## config.mk

```make
export PLATFORM = sky130hd
export DESIGN_NAME = swd_xfer_ctrl
export DESIGN_NICKNAME = d
export VERILOG_FILES = /design/src/rtl/swd_xfer_pkg.sv /design/src/rtl/swd_sticky_map.sv /design/src/rtl/swd_req_builder.sv /design/src/rtl/swd_wait_timer.sv /design/src/rtl/swd_xfer_ctrl.sv
export SDC_FILE = /design/constraint.sdc
export NUM_CORES = 1
export LEC_CHECK = 0
export ABC_CLOCK_PERIOD_IN_PS = 2700
export BUFFER_PORTS_ARGS = -buffer_cell sky130_fd_sc_hd__buf_2
export CAP_MARGIN = 20
export CORE_MARGIN = 2
export CORE_UTILIZATION = 40
export CTS_CLUSTER_DIAMETER = 120
export DETAILED_ROUTE_END_ITERATION = 6
export PLACE_DENSITY = 0.66
export RECOVER_POWER = 100
export SYNTH_ARGS = -nofsm -noshare
export SYNTH_HDL_FRONTEND = slang
export SYNTH_SLANG_ARGS = --single-unit
```

## constraint.sdc

```tcl
create_clock -name clk -period 2.7 [get_ports clk]
set_clock_uncertainty 0.1 [all_clocks]
set_input_delay 0.135 -clock clk [delete_from_list [all_inputs] [get_ports clk]]
set_output_delay 0.135 -clock clk [all_outputs]
set_load 0.05 [all_outputs]
```

## src/rtl/swd_xfer_pkg.sv

```systemverilog
package swd_xfer_pkg;

    typedef enum logic [2:0] {
        ST_OK      = 3'd0,
        ST_FAULT   = 3'd1,
        ST_TIMEOUT = 3'd2,
        ST_PROTO   = 3'd3,
        ST_PARITY  = 3'd4
    } status_e;

    typedef enum logic [1:0] {
        S_IDLE,
        S_REQ,
        S_RSP,
        S_DONE
    } state_e;

    // which packet of a command is in flight
    typedef enum logic [1:0] {
        PH_MAIN,
        PH_RDBUF,
        PH_CLR_RD,
        PH_CLR_WR
    } phase_e;

    localparam logic [2:0] ACK_OK    = 3'b001;
    localparam logic [2:0] ACK_WAIT  = 3'b010;
    localparam logic [2:0] ACK_FAULT = 3'b100;

    localparam logic [1:0] SEL_ABORT    = 2'd0;
    localparam logic [1:0] SEL_CTRLSTAT = 2'd1;
    localparam logic [1:0] SEL_RDBUF    = 2'd3;

    // sticky flag positions in the status word
    localparam int STK_OVERRUN = 1;
    localparam int STK_COMPARE = 4;
    localparam int STK_ERROR   = 5;
    localparam int STK_WDATA   = 7;

    // matching clear positions in the abort word
    localparam int CLR_COMPARE = 1;
    localparam int CLR_ERROR   = 2;
    localparam int CLR_WDATA   = 3;
    localparam int CLR_OVERRUN = 4;

    localparam int STK_W = 8;

endpackage

```

## src/rtl/swd_sticky_map.sv

```systemverilog
module swd_sticky_map
    import swd_xfer_pkg::*;
#(
    parameter int DATA_W = 32
) (
    input  logic [STK_W-1:0]  ctrlstat,
    input  logic              valid,
    output logic [DATA_W-1:0] abort_val
);

    localparam int NMAP = 4;

    // pair table: sticky position -> clear position
    function automatic int stk_pos(input int i);
        case (i)
            0:       return STK_OVERRUN;
            1:       return STK_COMPARE;
            2:       return STK_ERROR;
            default: return STK_WDATA;
        endcase
    endfunction

    function automatic int clr_pos(input int i);
        case (i)
            0:       return CLR_OVERRUN;
            1:       return CLR_COMPARE;
            2:       return CLR_ERROR;
            default: return CLR_WDATA;
        endcase
    endfunction

    logic [NMAP-1:0] hit;

    generate
        for (genvar g = 0; g < NMAP; g++) begin : g_map
            assign hit[g] = valid & ctrlstat[stk_pos(g)];
        end
    endgenerate

    always_comb begin
        abort_val = '0;
        for (int i = 0; i < NMAP; i++) begin
            abort_val[clr_pos(i)] = hit[i];
        end
    end

endmodule

```

## src/rtl/swd_req_builder.sv

```systemverilog
module swd_req_builder
    import swd_xfer_pkg::*;
#(
    parameter int DATA_W = 32
) (
    input  phase_e            phase,
    input  logic              cmd_ap,
    input  logic              cmd_read,
    input  logic [1:0]        cmd_addr,
    input  logic [DATA_W-1:0] cmd_wdata,
    input  logic [DATA_W-1:0] abort_val,
    output logic [7:0]        header,
    output logic [DATA_W-1:0] wdata,
    output logic              xfer_read
);

    logic       sel_ap;
    logic [1:0] sel_addr;

    always_comb begin
        sel_ap    = 1'b0;
        xfer_read = 1'b1;
        sel_addr  = cmd_addr;
        wdata     = '0;
        case (phase)
            PH_MAIN: begin
                sel_ap    = cmd_ap;
                xfer_read = cmd_read;
                if (!cmd_read) wdata = cmd_wdata;
            end
            PH_RDBUF:  sel_addr = SEL_RDBUF;
            PH_CLR_RD: sel_addr = SEL_CTRLSTAT;
            default: begin
                sel_addr  = SEL_ABORT;
                xfer_read = 1'b0;
                wdata     = abort_val;
            end
        endcase
        header = {1'b1, 1'b0, ^{sel_ap, xfer_read, sel_addr},
                  sel_addr[1], sel_addr[0], xfer_read, sel_ap, 1'b1};
    end

endmodule

```

## src/rtl/swd_wait_timer.sv

```systemverilog
module swd_wait_timer #(
    parameter int LIMIT = 2000
) (
    input  logic clk,
    input  logic rst_n,
    input  logic restart,
    output logic expired
);

    localparam int CNT_W = $clog2(LIMIT + 1);

    logic [CNT_W-1:0] cnt_d, cnt_q;

    assign expired = (cnt_q >= CNT_W'(LIMIT));

    always_comb begin
        cnt_d = cnt_q;
        if (restart)       cnt_d = '0;
        else if (!expired) cnt_d = cnt_q + 1'b1;
    end

    always_ff @(posedge clk or negedge rst_n) begin
        if (!rst_n) cnt_q <= '0;
        else        cnt_q <= cnt_d;
    end

    // once expired the budget stays spent until the next command
    p_expiry_holds_r5: assert property (@(posedge clk) disable iff (!rst_n)
        (expired && !restart) |=> expired);

endmodule

```

## src/rtl/swd_xfer_ctrl.sv

```systemverilog
module swd_xfer_ctrl
    import swd_xfer_pkg::*;
#(
    parameter int DATA_W         = 32,
    parameter int TIMEOUT_CYCLES = 2000
) (
    input  logic              clk,
    input  logic              rst_n,
    input  logic              cmd_valid,
    input  logic              cmd_ap,
    input  logic              cmd_read,
    input  logic [1:0]        cmd_addr,
    input  logic [DATA_W-1:0] cmd_wdata,
    output logic              busy,
    output logic              rsp_valid,
    output logic [DATA_W-1:0] rsp_data,
    output logic [2:0]        rsp_status,
    output logic              fault_flag,
    output logic              pkt_req,
    output logic [7:0]        pkt_header,
    output logic [DATA_W-1:0] pkt_wdata,
    input  logic              pkt_done,
    input  logic [2:0]        pkt_ack,
    input  logic [DATA_W-1:0] pkt_rdata,
    input  logic              pkt_parity_err
);

    typedef struct packed {
        state_e            st;
        phase_e            ph;
        phase_e            ret;
        logic              replay;
        logic              fault;
        logic              ap;
        logic              rd;
        logic [1:0]        addr;
        logic [DATA_W-1:0] wdata;
        logic [DATA_W-1:0] clrv;
        logic [DATA_W-1:0] data;
        status_e           status;
    } ctl_t;

    ctl_t q, d;

    logic              restart;
    logic              expired;
    logic              xfer_read;
    logic [DATA_W-1:0] abort_map;
    logic              stat_good;

    assign stat_good = (pkt_ack == ACK_OK) && !pkt_parity_err;

    swd_sticky_map #(.DATA_W(DATA_W)) u_map (
        .ctrlstat  (pkt_rdata[STK_W-1:0]),
        .valid     (stat_good),
        .abort_val (abort_map)
    );

    swd_req_builder #(.DATA_W(DATA_W)) u_build (
        .phase     (q.ph),
        .cmd_ap    (q.ap),
        .cmd_read  (q.rd),
        .cmd_addr  (q.addr),
        .cmd_wdata (q.wdata),
        .abort_val (q.clrv),
        .header    (pkt_header),
        .wdata     (pkt_wdata),
        .xfer_read (xfer_read)
    );

    swd_wait_timer #(.LIMIT(TIMEOUT_CYCLES)) u_timer (
        .clk     (clk),
        .rst_n   (rst_n),
        .restart (restart),
        .expired (expired)
    );

    always_comb begin
        d       = q;
        restart = 1'b0;
        case (q.st)
            S_IDLE: begin
                if (cmd_valid) begin
                    restart  = 1'b1;
                    d.ap     = cmd_ap;
                    d.rd     = cmd_read;
                    d.addr   = cmd_addr;
                    d.wdata  = cmd_wdata;
                    d.ph     = PH_MAIN;
                    d.replay = 1'b0;
                    d.data   = '0;
                    if (cmd_ap && q.fault) begin
                        d.status = ST_FAULT;
                        d.st     = S_DONE;
                    end else begin
                        d.status = ST_OK;
                        d.st     = S_REQ;
                    end
                end
            end
            S_REQ: d.st = S_RSP;
            S_RSP: begin
                if (pkt_done) begin
                    d.data = '0;
                    case (q.ph)
                        PH_CLR_RD: begin
                            d.clrv = abort_map;
                            d.ph   = PH_CLR_WR;
                            d.st   = S_REQ;
                        end
                        PH_CLR_WR: begin
                            d.fault  = 1'b0;
                            d.ph     = q.ret;
                            d.replay = 1'b1;
                            d.st     = S_REQ;
                        end
                        default: begin
                            if (pkt_ack == ACK_OK) begin
                                if (xfer_read && pkt_parity_err) begin
                                    d.status = ST_PARITY;
                                    d.st     = S_DONE;
                                end else if (q.ph == PH_MAIN && q.ap && q.rd) begin
                                    d.ph     = PH_RDBUF;
                                    d.replay = 1'b0;
                                    d.st     = S_REQ;
                                end else begin
                                    d.status = ST_OK;
                                    d.data   = xfer_read ? pkt_rdata : '0;
                                    d.st     = S_DONE;
                                end
                            end else if (pkt_ack == ACK_WAIT) begin
                                if (expired) begin
                                    d.status = ST_TIMEOUT;
                                    d.st     = S_DONE;
                                end else begin
                                    d.replay = 1'b0;
                                    d.st     = S_REQ;
                                end
                            end else if (pkt_ack == ACK_FAULT) begin
                                if (q.replay) begin
                                    d.fault  = 1'b1;
                                    d.status = ST_FAULT;
                                    d.st     = S_DONE;
                                end else begin
                                    d.ret = q.ph;
                                    d.ph  = PH_CLR_RD;
                                    d.st  = S_REQ;
                                end
                            end else begin
                                d.status = ST_PROTO;
                                d.st     = S_DONE;
                            end
                        end
                    endcase
                end
            end
            default: d.st = S_IDLE;
        endcase
    end

    always_ff @(posedge clk or negedge rst_n) begin
        if (!rst_n) begin
            q        <= '0;
            q.st     <= S_IDLE;
            q.ph     <= PH_MAIN;
            q.ret    <= PH_MAIN;
            q.status <= ST_OK;
        end else begin
            q <= d;
        end
    end

    assign busy       = (q.st != S_IDLE);
    assign rsp_valid  = (q.st == S_DONE);
    assign rsp_data   = q.data;
    assign rsp_status = q.status;
    assign fault_flag = q.fault;
    assign pkt_req    = (q.st == S_REQ);

    // the engine is only driven inside a command
    p_req_in_cmd_r12: assert property (@(posedge clk) disable iff (!rst_n)
        pkt_req |-> busy);

    // result strobe lasts one cycle and ends the command
    p_rsp_single_r12: assert property (@(posedge clk) disable iff (!rst_n)
        rsp_valid |=> (!rsp_valid && !busy));

    // a WAIT inside budget reissues the identical header
    p_wait_reissue_r4: assert property (@(posedge clk) disable iff (!rst_n)
        (q.st == S_RSP && pkt_done && pkt_ack == ACK_WAIT && !expired &&
         (q.ph == PH_MAIN || q.ph == PH_RDBUF))
        |=> (pkt_req && pkt_header == $past(pkt_header)));

    // an accepted AP read is chased by a read-buffer read (header 0xBD)
    p_rdbuf_follow_r3: assert property (@(posedge clk) disable iff (!rst_n)
        (q.st == S_RSP && pkt_done && pkt_ack == ACK_OK && !pkt_parity_err &&
         q.ph == PH_MAIN && q.ap && q.rd)
        |=> (pkt_req && pkt_header == 8'hBD));

    // a first FAULT goes to the status read (header 0x8D)
    p_fault_clear_r6: assert property (@(posedge clk) disable iff (!rst_n)
        (q.st == S_RSP && pkt_done && pkt_ack == ACK_FAULT && !q.replay &&
         (q.ph == PH_MAIN || q.ph == PH_RDBUF))
        |=> (pkt_req && pkt_header == 8'h8D));

    // the fault flag only rises together with a FAULT result of zero
    p_fault_latch_r8: assert property (@(posedge clk) disable iff (!rst_n)
        $rose(fault_flag) |-> (rsp_valid && rsp_status == 3'd1 && rsp_data == '0));

    // a blocked AP command gives an immediate result and no packet
    p_ap_blocked_r9: assert property (@(posedge clk) disable iff (!rst_n)
        (!busy && cmd_valid && cmd_ap && fault_flag)
        |=> (rsp_valid && !pkt_req && rsp_status == 3'd1));

    // a parity error on read data ends the command next cycle
    p_parity_end_r11: assert property (@(posedge clk) disable iff (!rst_n)
        (q.st == S_RSP && pkt_done && pkt_ack == ACK_OK && pkt_parity_err &&
         xfer_read && (q.ph == PH_MAIN || q.ph == PH_RDBUF))
        |=> (rsp_valid && rsp_status == 3'd4));

    // timeout status only with the budget spent
    p_timeout_late_r5: assert property (@(posedge clk) disable iff (!rst_n)
        (rsp_valid && rsp_status == 3'd2) |-> expired);

endmodule

```

After elaboration in Yosys (flattened, before gate mapping)
Index checks and enable logic that the tools add are counted.

Bitwise gates (word level): 9. Reduce and logical (&&, ||, !) cells: 24. Multipliers: 0. Divide/modulo/power cells: 0. Shifts and indexed selects: 0. Multiplexer cells: 56. Magnitude comparators: 1. Eq/ne operators: 28. $add $sub $neg: 1.

Operator list (number): $mux 35 (4); $mux 32 (4); $pmux 35 s2 (1); $pmux 32 s2 (1); $ne 5x3->1 const B (5); $mux 11 (2); $mux 2 (11); $reduce_and 7->1 (3); $mux 4 (5); $mux 3 (6); $ne 4x3->1 const B (4); $reduce_and 8->1 (2); $mux 1 (14); $pmux 2 s3 (2); $add 11x1->11 const B (1); $ge 11x11->1 const B (1); $ne 2x2->1 const B (5); $eq 2x2->1 const B (4); $mux 8 (1); $ne 4x4->1 const B (2); $pmux 2 s2 (2); $pmux 4 s2 (1); $reduce_bool 2->1 (4); $reduce_and 3->1 (2); 15 further kinds (32).

Memory bits (writable): 0. ROM bits: 0. Bits in latches: 0. Memories kept: 0. Flip-flop bits (word level): 94. Output and inout port bits: 79.

Depth between registers and ports, before layout
Gate-level depths: netlist of the first run.

Depth after elaboration: 10. Mapped depth: 8.

Modules after synthesis
Synthesis of the first run repeated with hierarchy kept, for this count alone.

Cell total of the unflattened synthesis: 494. Area, all modules: 6062.1 sq um.

Modules (own cells, without submodules): swd_xfer_ctrl (times used 1, cells an instance 336, area an instance 4712.0 sq um); swd_wait_timer (times used 1, cells an instance 56, area an instance 590.6 sq um); swd_req_builder (times used 1, cells an instance 69, area an instance 520.5 sq um); swd_sticky_map (times used 1, cells an instance 33, area an instance 239.0 sq um).

Least setup slack after synthesis of the first run
OpenSTA, ideal clock, no wires.

Path type: flip-flop to output port. From: register q[107] (netlist bit). To: output port pkt_header[5]. Data arrival time: 2.771 ns. Path slack: -0.306 ns. Data required time: 2.465 ns. Path buffers: 0. Cell stages (with the launch flop): 5. Cells stage by stage: dfrtp_1 -> inv_1 -> o21ai_0 -> xnor2_1 -> xnor2_1.

Elaborated cells on any way between the ends: 8. Those cells by class: eq/ne: 2; mux: 3; reduce/logical: 3.

RTL lines: from (decl) (RTL line swd_xfer_ctrl.sv:43) `ctl_t q, d;`; $eq 2x2->1 (tied with other cells) (RTL line swd_req_builder.sv:25) `case (phase)`; $pmux 2 s3 (*) (RTL line swd_req_builder.sv:25); named net pkt_header[4] (RTL line swd_xfer_ctrl.sv:20) `output logic [7:0] pkt_header,`; $reduce_xor 4->1 (*) (RTL line swd_req_builder.sv:39) `header = {1'b1, 1'b0, ^{sel_ap, xfer_read, sel_addr},`; to (decl) (RTL line swd_xfer_ctrl.sv:20).

Mark *: on every way through the listed nets, which the timed path passes. The rest lies on a longest branch.

Worst setup path in the final report of the first run
From: register q[107] (netlist bit). To: output port pkt_header[5].

Longest elaborated chain between the ends: 4. Elaborated cells on any way between the ends: 8. Those cells by class: eq/ne: 2; mux: 3; reduce/logical: 3.

Ends and longest elaborated chain (RTL line): $eq 2x1->1 or $eq 2x2->1 (tied branches) (swd_req_builder.sv:25); $reduce_or 2->1 (no source line); $pmux 1 s2 (swd_req_builder.sv:25); $reduce_xor 4->1 (*) (swd_req_builder.sv:39).

Mark *: on every way between the ends. The rest lies on a longest branch, timed or not.

==> flow_summary.yaml, run 1 <==
placed_design:
  place_inst: 625
  hpwlAfterDp_mm: 7.03
  gp_congestion: 0.821
  portBuffers: 151
floorplan:
  die_h_um: 111
  initial_core_util_pct: 40.5
  die_w_um: 111
  placementRows: 39
  boundaryPins: 155
  die_area_um2: 12300
  core_area_um2: 11300
timing:
  setup-tns-final_ns: 0
  rsz0062_at_grt: "no"
  timing.hold.ws_ns: 0.0175
  finalSetupViolCount: 0
  max_freq_mhz: 403
  finalMaxSlewViolations: 0
  report.final.hold_viol_count: 0
  post-route-period-util_pct: 91.9
  tightest_slew_ns: 1.39
  max_slew_margin_pct: 7.23
  min_period_ns: 2.48
synthesis:
  synth_top_area_share_pct: 51.5
  yosysSeqAreaShare_pct: 51.5
  synth_commonest_cells: "dfrtp_1 (94), buf_4 (42), a22o_1 (40), and2_1 (31), mux2_1 (25)"
  syn_area_um2: 4560
  synthArstFlopShare_pct: 100
  syn_inst: 382
  synth_edf_count: 0
  ys_warn_count: 0
  synth-main-ff-cell: "dfrtp_1"
  ys_seq_elements: 94
  yosys.area.top_type: "dfrtp_1"
  avgSynthCellArea_um2: 11.9
  yosysMostFrequentCell: "dfrtp_1"
  yosys.cell_types.count: 48
  synthTopCellsByArea: "dfrtp_1 (52%), a22o_1 (7.7%), buf_4 (6.9%)"
clock_network:
  cts_buffer_depth: 2
  numClockSinks: 94
  clkLatencyLatePin_ns: 0.34
  cts_setup_buffers: 0
  cts-root-buf: "clkbuf_16"
  clk_pin_slew_ns: 0.06
  numCtsBuffers: 9
  htreeDepth: 3
  cts_tree: "done"
power_and_ir_drop:
  p_leak_nw: 2.93
  ir_drop_v: 0.00188
  total_power_w: 0.00713
  cellPowerDensity_nw_per_um2: 1170
layout:
  regArea_um2: 2350
  diodes: 0
  area_growth_pct: 33.8
  fillers: 984
  nets: 644
  multiInputGateArea_um2: 1770
  drive_above_1_share_pct: 26.5
  final_cells: 710
  fin_util_pct: 54.2
worst_setup_path:
  critPathMaxFanout: 7
  slowest_stage: "dfrtp_1"
  path_class: "reg2out"
  slowest_delay_ns: 0.42
  arrival_ns: 2.25
  crit_chain: "inv_1 > ha_1 > a21oi_1 > nor2_4 > xor2_1 > xnor2_2 > clkbuf_2"
  endpoint_kind: "output port"
  path_delay_family: "buffers and inverters"
  cp.required_ns: 2.47
  cp-start-kind: "flop"
  crit_buf_inv: 2
drt:
  drt-initial-drc-count: 125
  wirelength_mm: 10.8
  first_pass_iters: 4
  ant_nets: 0
  routed-via-count: 3502
  routedWlPerCell_um: 15.2
  route.detailed.drc: 0
  viasPerCell: 4.93
grt:
  grt.total_usage_pct: 17.9
  grt_antenna_before_repair: 0
  grt_max_degree: 56
  globalRouteOverflowTotal: 0
  grt_pass1_wl_mm: 17.8
  grt_pass1_vias: 3641
worst_hold_path:
  hp-class: "in2reg"
flow_run:
  cap_violations: 0
status:
  outcome: "finished clean"
==> final timing paths <==
| path | startpoint | endpoint | slack (ns) | cells past startpoint |
|---|---|---|---|---|
| hold / removal | pkt_done | q[110] | 0.02 | 3 |
| setup / recovery | q[107] | pkt_header[5] | 0.22 | 7 |
| min in group asynchronous | rst_n | rsp_data[23] | 0.56 | 2 |
| max in group asynchronous | rst_n | q[99] | 1.08 | 3 |
| hold reg to reg | q[83] | q[83] | 0.38 | 1 |
| setup reg to reg | q[107] | rsp_data[16] | 0.25 | 8 |
==> worst min-delay path, delay by kind of cell <==
family                 cells  cell delay (ns)
AOI/OAI and AO/OA          1             0.10
buffers and inverters      1             0.13
and+or+nand+nor            1             0.06
==> final cells by class <==
class / count / share of cell area [%]
multi-input cells: 226 / 28.9
well taps: 143 / 2.93
clock inverters: 5 / 1.33
inverters: 6 / 0.451
repair buffers: 225 / 23.7
flip-flops and latches: 94 / 38.5
clock buffers: 11 / 4.14
==> per-layer routing <==
layer  vias up  wire length, um  track usage, %
met5         -                0               0
met1      1692             4750            22.3
met3        15              748            5.90
met4         0              155            5.42
li1       1659                -               -
met2       136             5140            29.7
==> flip-flops by register name, indices dropped and copies added (netlist names) <==
register,cells
fault_flag,1
u_timer.cnt_q,11
rsp_data,32
q,47
rsp_status,3
==> power by group <==
part | switching [W] | internal, W
clock network | 0.000520 | 0.000861
registers | 0.000236 | 0.00177
logic | 0.00265 | 0.00110
total | 0.00340 | 0.00373
==> cell usage in the layout (no fill, tap or decap), types with 8 or more instances in the layout <==
| cell | instances |
|---|---|
| dfrtp_1 | 94 |
| buf_2 | 75 |
| dlygate4sd3_1 | 69 |
| clkbuf_1 | 45 |
| a22o_1 | 40 |
| clkbuf_2 | 33 |
| and2_1 | 31 |
| mux2_1 | 25 |
| nor2_1 | 17 |
| mux2_2 | 13 |
| nand2_1 | 9 |
| clkbuf_16 | 9 |
| a21oi_1 | 8 |
==> stage by stage <==
stage                     cell area, um^2  setup WS [ns]
after floorplan                      4580          0.116
after global placement               5150          0.628
after detailed placement             5150          0.526
after CTS                            6180          0.205
after global routing                 6110         0.0522
final                                6110          0.218
==> what timing repair did <==
item                                   in CTS  in global routing
hold buffers                               69                  0
gates resized for setup                     0                  0
endpoints found under the hold margin     126                  0
==> cells by family (layout without fill, tap and decap cells) <==
family                   Yosys count  count (layout)  share of synthesized area [%]
AO/OA/AOI/OAI                     68              68                           11.7
XOR/XNOR                          13              13                           2.49
adder cells (fa/ha/maj)            6               6                           1.64
buffers and inverters             63             247                           9.92
flip-flops                        94              94                           51.5
multiplexers                      41              41                           10.0
other                              2               3                          0.165
AND/OR/NAND/NOR                   95              95                           12.6
(Power assumes the default switching activity.)
==> run 2: changes to the inputs <==
--- a/config.mk
+++ b/config.mk
@@ -8,11 +8,13 @@
 export ABC_CLOCK_PERIOD_IN_PS = 2700
 export BUFFER_PORTS_ARGS = -buffer_cell sky130_fd_sc_hd__buf_2
 export CAP_MARGIN = 20
+export CELL_PAD_IN_SITES_DETAIL_PLACEMENT = 0
+export CELL_PAD_IN_SITES_GLOBAL_PLACEMENT = 2
 export CORE_MARGIN = 2
-export CORE_UTILIZATION = 40
+export CORE_UTILIZATION = 32
 export CTS_CLUSTER_DIAMETER = 120
 export DETAILED_ROUTE_END_ITERATION = 6
-export PLACE_DENSITY = 0.66
+export PLACE_DENSITY_LB_ADDON = 0.1
 export RECOVER_POWER = 100
 export SYNTH_ARGS = -nofsm -noshare
 export SYNTH_HDL_FRONTEND = slang
==> run 2 against run 1 <==
  * Non-clock buffer count up 1
  * Maximum frequency up 1.2%
  * Final cell count up 5.4%
  * Combinational power about the same
  * Wire length up 3.3%
  * Die area up 24%
  * Register-to-register slack better by 0.02 ns
  * Global-route usage down 2.6 points
  * Largest power group unchanged
==> flow_summary.yaml, run 2 (synthesis results as in run 1) <==
status:
  outcome: "finished clean"
clock_network:
  clkLatencyLatePin_ns: 0.34
  cts_resized: 0
  cts_buffer_depth: 2
  numCtsBuffers: 9
  cts_tree: "done"
  cts-root-buf: "clkbuf_16"
  htreeDepth: 3
  clk_pin_slew_ns: 0.07
  numClockSinks: 94
grt:
  grt_pass1_wl_mm: 18.1
  grt_antenna_before_repair: 0
  grt_max_degree: 48
  grt.total_usage_pct: 15.3
  grt_pass1_vias: 3585
  globalRouteOverflowTotal: 0
drt:
  route.detailed.drc: 0
  ant_nets: 0
  drt-initial-drc-count: 121
  routedWlPerCell_um: 14.9
  viasPerCell: 4.57
  routed-via-count: 3419
  wirelength_mm: 11.1
  first_pass_iters: 4
timing:
  max_freq_mhz: 408
  finalMaxSlewViolations: 0
  rsz0062_at_grt: "no"
  report.final.hold_viol_count: 0
  tightest_slew_ns: 1.20
  max_slew_margin_pct: 19.9
  post-route-period-util_pct: 90.8
  min_period_ns: 2.45
  finalSetupViolCount: 0
  setup-tns-final_ns: 0
  timing.hold.ws_ns: 0.0249
worst_hold_path:
  holdPathEnd: "rsp_status[2]"
  hp-class: "in2reg"
  min_path_cells: 2
  hp-start: "pkt_parity_err"
worst_setup_path:
  r2r-end: "rsp_data[13]"
  critPathMaxFanout: 7
  crit_chain: "inv_1 > ha_1 > a21oi_1 > nor2_4 > xor2_1 > xnor2_2 > clkbuf_2"
  r2r-start: "q[110]"
  r2r_slack_ns: 0.27
  cp.required_ns: 2.47
  slowest_stage: "dfrtp_1"
  reg2regPathDepth: 7
  cp-start-kind: "flop"
  crit_buf_inv: 2
  arrival_ns: 2.22
  path_delay_family: "buffers and inverters"
  path_class: "reg2out"
  slowest_delay_ns: 0.43
  endpoint_kind: "output port"
placed_design:
  portBuffers: 151
  gp_congestion: 0.772
  hpwlAfterDp_mm: 7.60
layout:
  fin_util_pct: 44.1
  area_growth_pct: 34.2
  diodes: 0
  regMostFlops: "q"
  fillers: 1387
  final_common_cell: "dfrtp_1"
  final_cell_mix: "dfrtp_1 (94), buf_2 (76), dlygate4sd3_1 (69), clkbuf_1 (46), a22o_1 (40)"
  nets: 645
  largest_register_ff_count: 47
  drive_above_1_share_pct: 26.2
floorplan:
  boundaryPins: 155
  die_h_um: 123
  die_area_um2: 15200
  core_area_um2: 13900
  initial_core_util_pct: 32.9
  die_w_um: 123
  placementRows: 43
power_and_ir_drop:
  cellPowerDensity_nw_per_um2: 1160
  p_leak_nw: 2.92
  total_power_w: 0.00711
  ir_drop_v: 0.000860
flow_run:
  cap_violations: 0
[run 2: changes by cell type in the layout (fill, tap and decap cells not counted), sizes merged]
cell / previous run / this run
clkinv: 3 / 1
clkinvlp: 1 / 2
inv: 5 / 7
[run 2: area by class of cell]
| cell class | instances | area (um^2) | area share [%] |
|---|---|---|---|
| timing repair buffer | 226 | 1440 | 23.5 |
| clock inverter | 6 | 92.6 | 1.51 |
| sequential | 94 | 2350 | 38.4 |
| multi-input combinational | 226 | 1750 | 28.6 |
| inverter | 6 | 27.5 | 0.449 |
| clock buffer | 10 | 239 | 3.90 |
| tap | 180 | 225 | 3.68 |
[run 2: worst register-to-register path: stages (launching register included)]
cell and delay (ns):
dfrtp_1 0.45, mux2i_1 0.14, or2_2 0.58, clkinv_4 0.14, nand4_1 0.17, nor4_4 0.17
clkbuf_4 0.42, a22o_1 0.21
[run 2: how the worst max path moves through the flow]
stage | from | to | slack [ns] | cells after the start
global placement | q[108] | rsp_status[0] | 0.58 | 7
finish | q[107] | pkt_header[5] | 0.25 | 7
CTS | q[107] | pkt_header[5] | 0.21 | 7
floorplan | q[108] | pkt_header[5] | 0.12 | 5
global route | q[110] | rsp_data[14] | 0.04 | 7
detailed placement | q[107] | rsp_data[7] | 0.51 | 8
[run 2: through the flow]
step	cells	cell area, um^2	setup slack, ns
after floorplan	383	4580	0.116
after global placement	663	5210	0.583
after detailed placement	663	5210	0.506
after CTS	748	6230	0.207
after global routing	748	6130	0.0416
final	748	6130	0.249
[run 2: power breakdown]
group	internal, W	total, W	switching (W)	leakage (nW)
sequential	0.00177	0.00199	0.000218	1.22
clock	0.000844	0.00141	0.000564	0.156
combinational	0.00108	0.00371	0.00263	1.54
[run 2: what timing repair did]
action                    in CTS  in global routing
hold buffers                  69                  0
hold endpoints to repair     117                  0
setup buffers                  0                  0
[run 2: layer usage]
| layer | track usage [%] | vias up | share of wire [%] | routed length, um |
|---|---|---|---|---|
| li1 | - | 1654 | - | - |
| met1 | 19.3 | 1643 | 45 | 5040 |
| met2 | 24.7 | 109 | 45 | 5050 |
| met3 | 4.38 | 13 | 7.7 | 861 |
| met4 | 6.18 | 0 | 1.7 | 191 |
| met5 | 0 | - | 0 | 0 |
